==> src/rtl/bmu_pkg.sv <==
package bmu_pkg;
  typedef enum logic [1:0] {
    OP_SET = 2'd0,
    OP_CLR = 2'd1,
    OP_SKT = 2'd2,
    OP_SKF = 2'd3
  } bmu_op_e;

  typedef enum logic [1:0] {
    AM_DIR   = 2'd0,
    AM_SHORT = 2'd1,
    AM_LIDX  = 2'd2,
    AM_HOFF  = 2'd3
  } bmu_mode_e;
endpackage

==> src/rtl/bmu_ea_gen.sv <==
module bmu_ea_gen
  import bmu_pkg::*;
#(
  parameter int ADDR_W  = 8,
  parameter int DATA_W  = 4,
  parameter int SHORT_W = 4,
  localparam int BIT_W  = $clog2(DATA_W),
  localparam int HALF_W = ADDR_W / 2,
  localparam int L_W    = 2 * BIT_W
) (
  input  bmu_mode_e         mode_i,
  input  logic [ADDR_W-1:0] field_i,
  input  logic [BIT_W-1:0]  bit_i,
  input  logic [L_W-1:0]    l_i,
  input  logic [HALF_W-1:0] h_i,
  output logic [ADDR_W-1:0] ea_o,
  output logic [BIT_W-1:0]  bit_o
);
  always_comb begin
    bit_o = bit_i;
    unique case (mode_i)
      AM_DIR:   ea_o = field_i;
      AM_SHORT: ea_o = {{(ADDR_W-SHORT_W){1'b1}}, field_i[SHORT_W-1:0]};
      AM_LIDX: begin
        ea_o  = {field_i[ADDR_W-1:BIT_W], l_i[L_W-1:BIT_W]};
        bit_o = l_i[BIT_W-1:0];
      end
      default:  ea_o = {h_i, field_i[HALF_W-1:0]};
    endcase
  end
endmodule

==> src/rtl/bmu_bit_alu.sv <==
module bmu_bit_alu
  import bmu_pkg::*;
#(
  parameter int DATA_W = 4,
  localparam int BIT_W = $clog2(DATA_W)
) (
  input  bmu_op_e           op_i,
  input  logic [BIT_W-1:0]  bit_i,
  input  logic [DATA_W-1:0] data_i,
  output logic [DATA_W-1:0] data_o,
  output logic              is_wr_o,
  output logic              skip_o
);
  logic sel_val;

  for (genvar i = 0; i < DATA_W; i++) begin : g_bit
    assign data_o[i] = (bit_i == BIT_W'(i)) ? (op_i == OP_SET) : data_i[i];
  end

  assign sel_val = data_i[bit_i];
  assign is_wr_o = (op_i == OP_SET) || (op_i == OP_CLR);

  always_comb begin
    unique case (op_i)
      OP_SKT:  skip_o = sel_val;
      OP_SKF:  skip_o = ~sel_val;
      default: skip_o = 1'b0;
    endcase
  end
endmodule

==> src/rtl/bit_manip_unit.sv <==
module bit_manip_unit
  import bmu_pkg::*;
#(
  parameter int ADDR_W  = 8,
  parameter int DATA_W  = 4,
  parameter int SHORT_W = 4,
  localparam int BIT_W  = $clog2(DATA_W),
  localparam int HALF_W = ADDR_W / 2,
  localparam int L_W    = 2 * BIT_W
) (
  input  logic              clk_i,
  input  logic              rst_ni,
  input  logic              valid_i,
  input  logic [1:0]        op_i,
  input  logic [1:0]        mode_i,
  input  logic [ADDR_W-1:0] field_i,
  input  logic [BIT_W-1:0]  bit_i,
  input  logic [L_W-1:0]    l_i,
  input  logic [HALF_W-1:0] h_i,
  output logic [ADDR_W-1:0] rd_addr_o,
  input  logic [DATA_W-1:0] rd_data_i,
  output logic              wr_en_o,
  output logic [ADDR_W-1:0] wr_addr_o,
  output logic [DATA_W-1:0] wr_data_o,
  output logic              skip_o
);
  logic [ADDR_W-1:0] ea;
  logic [BIT_W-1:0]  bit_sel;
  logic [DATA_W-1:0] opnd, nxt_data;
  logic              is_wr, do_skip;
  logic              wr_en_q, skip_q;
  logic [ADDR_W-1:0] wr_addr_q;
  logic [DATA_W-1:0] wr_data_q;

  bmu_ea_gen #(.ADDR_W(ADDR_W), .DATA_W(DATA_W), .SHORT_W(SHORT_W)) u_ea (
    .mode_i (bmu_mode_e'(mode_i)),
    .field_i(field_i),
    .bit_i  (bit_i),
    .l_i    (l_i),
    .h_i    (h_i),
    .ea_o   (ea),
    .bit_o  (bit_sel)
  );

  // forward the pending write to a dependent request
  assign opnd = (wr_en_q && (wr_addr_q == ea)) ? wr_data_q : rd_data_i;

  bmu_bit_alu #(.DATA_W(DATA_W)) u_alu (
    .op_i   (bmu_op_e'(op_i)),
    .bit_i  (bit_sel),
    .data_i (opnd),
    .data_o (nxt_data),
    .is_wr_o(is_wr),
    .skip_o (do_skip)
  );

  always_ff @(posedge clk_i or negedge rst_ni) begin
    if (!rst_ni) begin
      wr_en_q   <= 1'b0;
      skip_q    <= 1'b0;
      wr_addr_q <= '0;
      wr_data_q <= '0;
    end else begin
      wr_en_q   <= valid_i & is_wr;
      skip_q    <= valid_i & do_skip;
      wr_addr_q <= ea;
      wr_data_q <= nxt_data;
    end
  end

  assign rd_addr_o = ea;
  assign wr_en_o   = wr_en_q;
  assign wr_addr_o = wr_addr_q;
  assign wr_data_o = wr_data_q;
  assign skip_o    = skip_q;


  test_no_write_chk: assert property (@(posedge clk_i) disable iff (!rst_ni)
    (valid_i && op_i[1]) |=> !wr_en_o);


  idle_quiet_chk: assert property (@(posedge clk_i) disable iff (!rst_ni)
    !valid_i |=> (!wr_en_o && !skip_o));


  one_bit_chk: assert property (@(posedge clk_i) disable iff (!rst_ni)
    (valid_i && !op_i[1]) |=> ($countones(wr_data_o ^ $past(opnd)) <= 1));


  set_bit_chk: assert property (@(posedge clk_i) disable iff (!rst_ni)
    (valid_i && op_i == 2'd0) |=> wr_data_o[$past(bit_sel)]);


  clr_bit_chk: assert property (@(posedge clk_i) disable iff (!rst_ni)
    (valid_i && op_i == 2'd1) |=> !wr_data_o[$past(bit_sel)]);


  short_window_chk: assert property (@(posedge clk_i) disable iff (!rst_ni)
    (mode_i == 2'd1) |-> (&rd_addr_o[ADDR_W-1:SHORT_W]));


  skip_src_chk: assert property (@(posedge clk_i) disable iff (!rst_ni)
    skip_o |-> $past(valid_i && op_i[1]));
endmodule

==> config.mk <==
export PLATFORM = sky130hd
export DESIGN_NAME = bit_manip_unit
export DESIGN_NICKNAME = d
export VERILOG_FILES = /design/src/rtl/bmu_pkg.sv /design/src/rtl/bmu_ea_gen.sv /design/src/rtl/bmu_bit_alu.sv /design/src/rtl/bit_manip_unit.sv
export SDC_FILE = /design/constraint.sdc
export NUM_CORES = 1
export LEC_CHECK = 0
export ABC_AREA = 1
export BUFFER_PORTS_ARGS = -buffer_cell sky130_fd_sc_hd__buf_4
export CORE_MARGIN = 4
export CORE_UTILIZATION = 48
export DETAILED_ROUTE_END_ITERATION = 10
export PLACE_DENSITY = 0.84
export SETUP_SLACK_MARGIN = 0.4
export SYNTH_ARGS = -nofsm -noshare
export SYNTH_HDL_FRONTEND = slang
export SYNTH_SLANG_ARGS = --single-unit
==> constraint.sdc <==
create_clock -name clk_i -period 2.5 [get_ports clk_i]
set_input_delay 0.5 -clock clk_i [delete_from_list [all_inputs] [get_ports clk_i]]
set_output_delay 0.5 -clock clk_i [all_outputs]
set_load 0.01 [all_outputs]
==> flow_summary.ini <==
[detailed_routing]
drt_pre_antenna_iters = 4
drt-initial-drc-count = 21
route.detailed.vias_per_inst = 4.73
routedWlPerCell_um = 11.0
remaining_drc_errors = 0
wl_um = 2360
antenna_violating_nets_remaining = 0
routed-via-count = 1016

[setup_path]
endpoint_kind = flop
timing.critical_path.buf_inv = 2
r2r_slack_ns = 0.89
critical-path-slowest-cell = sky130_fd_sc_hd__nand4_1
worstPathCellList = buf_4 -> inv_4 -> nand2_4 -> nand2_2 -> nand2_2 -> nand2_1 -> nand2_1 -> nor2_4 -> nand4_1 -> nand3_1 -> nand2_1 -> nor2_2 -> nand2_1 -> nand2_1 -> nor2_2
r2r.worst_path.cells = 12
critPathMaxFanout = 7
crit_path_end = skip_o
worst-path-stages = 15
top_cell_by_count_worst_path = sky130_fd_sc_hd__nand2_1
timing.critical_path.arrival_ns = 1.86
cpLargestDelayFamily = simple AND/OR/NAND/NOR gates
r2r-end = skip_o
cp.required_ns = 2.68
critPathMaxStageDelay_ns = 0.16
criticalPathCategory = input pin to flop
reg_to_reg_start = wr_addr_o[2]
setup.worst_path.start = mode_i[0]
cp-start-kind = input pin

[logic_synthesis]
synth_edf_count = 0
post_synth_arst_share = 1.00
ys_ff_latch = 14
mappedNetlistArea_sq_um = 975
post_synthesis_net_count = 166
syn_area_per_cell_sq_um = 7.11
synth_cells = 137
synth-seq-area-share = 0.359
synth.distinct_cells = 19
synthesis.yosys.warnings = 0
yosys_most_used_dff = sky130_fd_sc_hd__dfrtp_1

[floorplanning]
fp.coreArea_sq_um = 1940
die-width_um = 53.1
die_span_in_y_um = 53.1
start_util = 0.502
io_pins = 51
die_area_sq_um = 2820
fp-row-count = 16

[sta]
skew_ns = 0.00603
finalSetupViolCount = 0
report.final.slew_viol_count = 0
final-hold-violation-count = 0
max_slew.worst_pin.slew_ns = 0.298
layout_worst_path_cycle_share = 0.671
slew-limit-headroom = 0.799
rsz_0062_raised_after_global_routing = false
timing.final.crit_period_ns = 1.68
fmax_ghz = 0.596
hold-worst-slack_ns = 0.0488
final.setup.tns_ns = 0

[final_layout]
final_cell_mix = sky130_fd_sc_hd__buf_4 (50), sky130_fd_sc_hd__inv_1 (32), sky130_fd_sc_hd__nand2_1 (29), sky130_fd_sc_hd__dfrtp_1 (14), sky130_fd_sc_hd__nand3_1 (11)
finish.instance_area_sq_um = 1400
most_frequent_standard_cell_in_the_layout_excluding_fill_and_tap_cells = sky130_fd_sc_hd__buf_4
synthesis_to_finish_area_growth_pct = 43.4
num-nets-final = 218
layout-drive-gt1-share = 0.394
antenna_cells_inserted = 0

[clocking]
tritoncts = done
worst_skew_pair.late_latency_ns = 0.28
cts_resized = 0
clkSinkCount = 14
cts_hold_repair.buffers = 0
cts.htree.levels = 1
cts.reportedPaths.clkPinSlew_ns = 0.09
cts_buffers = 3
post-cts-setup-buffer-count = 0
cts.path.max_buffers = 2
clockRootBuffer = sky130_fd_sc_hd__clkbuf_4

[global_route]
total_routing_usage_gr = 0.185
grt_first_pass_wirelength_um = 3960
largest_net_degree_at_the_start_of_global_routing = 15
grt_pass1_vias = 1004
antenna_found_initial = 0
grt.overflow.total = 0

[power_and_ir_drop]
leakage_uw = 0.000816
power_per_cell_area_nw_per_um2 = 446
vdd_drop_max_v = 0.000308

[flow_run]
drv.max_cap_violation_count = 0

[min_path]
hold_removal_path_class = input pin to async pin

[placement]
weighted_congestion_reported_at_the_end_of_routability_driven_placement = 0.914
dpl-instance-area_sq_um = 1360
hpwlAfterDp_um = 2020
portBuffers = 50

[outcome]
status = completed
[worst min path at each step]
stage | cells after the start | end | slack, ns
global placement | 1 | wr_addr_o[7] | 0.36
detailed placement | 1 | wr_addr_o[7] | 0.36
global route | 1 | wr_addr_o[7] | 0.05
finish | 1 | wr_addr_o[7] | 0.05
floorplan | 0 | skip_o | 0.20
CTS | 1 | wr_addr_o[7] | 0.06
[stage by stage]
| stage | std cells | total power [uW] | worst slack [ns] | util |
|---|---|---|---|---|
| floorplan | 137 | 365 | 0.759 | - |
| global placement | 211 | 458 | 0.592 | 0.701 |
| detailed placement | 211 | 463 | 0.525 | 0.701 |
| CTS | 215 | 627 | 0.824 | 0.720 |
| global route | 215 | 662 | 0.658 | 0.720 |
| finish | 215 | 623 | 0.824 | 0.720 |
[cell type report]
class | instances | area, sq um
sequential | 14 | 350
fill | 165 | 544
multi-input combinational | 87 | 475
clock buffer | 4 | 36.3
timing repair buffer | 50 | 375
inverter | 33 | 126
tap | 27 | 33.8
[Yosys cell counts, types with 2 or more instances]
master	number	area share
sky130_fd_sc_hd__a21oi_1	8	0.041
sky130_fd_sc_hd__nand4_1	4	0.026
sky130_fd_sc_hd__or2_1	2	0.013
sky130_fd_sc_hd__dfrtp_1	14	0.36
sky130_fd_sc_hd__o21ai_0	3	0.015
sky130_fd_sc_hd__nand3_2	6	0.062
sky130_fd_sc_hd__nand2_2	5	0.032
sky130_fd_sc_hd__buf_4	3	0.023
sky130_fd_sc_hd__nor2_4	3	0.035
sky130_fd_sc_hd__nor2_1	8	0.031
sky130_fd_sc_hd__nand3_1	11	0.056
sky130_fd_sc_hd__nand2_1	29	0.11
sky130_fd_sc_hd__nand3b_1	3	0.023
sky130_fd_sc_hd__nor2_2	2	0.013
sky130_fd_sc_hd__inv_1	32	0.12
[power by group]
part	switching (uW)	internal, uW	total [uW]
Clock	77.0	88.6	166
Sequential	11.8	244	256
Combinational	105	96.2	201
Total	194	429	623
[registers in the layout (all words and copies together), names as in the netlist]
name and cells:
wr_en_o 1, wr_data_o 4, wr_addr_o 8, skip_o 1
[metal layers]
layer / routed length, um / vias up / GRT usage
met4: 13 / 0 / 0.0426
met3: 217 / 3 / 0.0366
met1: 957 / 448 / 0.213
li1: - / 521 / -
met5: 0 / - / 0
met2: 1180 / 44 / 0.345
[worst register-to-register path: stages (launching register included)]
cell	delay, ns
sky130_fd_sc_hd__dfrtp_1	0.39
sky130_fd_sc_hd__inv_1	0.08
sky130_fd_sc_hd__nor2_1	0.04
sky130_fd_sc_hd__nor2_1	0.13
sky130_fd_sc_hd__nand3_2	0.11
sky130_fd_sc_hd__nor2_4	0.16
sky130_fd_sc_hd__nand4_1	0.15
sky130_fd_sc_hd__nand3_1	0.12
sky130_fd_sc_hd__nand2_1	0.07
sky130_fd_sc_hd__nor2_2	0.11
sky130_fd_sc_hd__nand2_1	0.06
sky130_fd_sc_hd__nand2_1	0.07
sky130_fd_sc_hd__nor2_2	0.03
[kinds of logic after synthesis]
logic type             count (synthesis)  share of synthesized area
AO/OA/AOI/OAI                         11                     0.0565
buffers and inverters                 36                      0.153
flip-flops                            14                      0.359
AND/OR/NAND/NOR                       76                      0.431
Power figures use the tool's default switching activity.
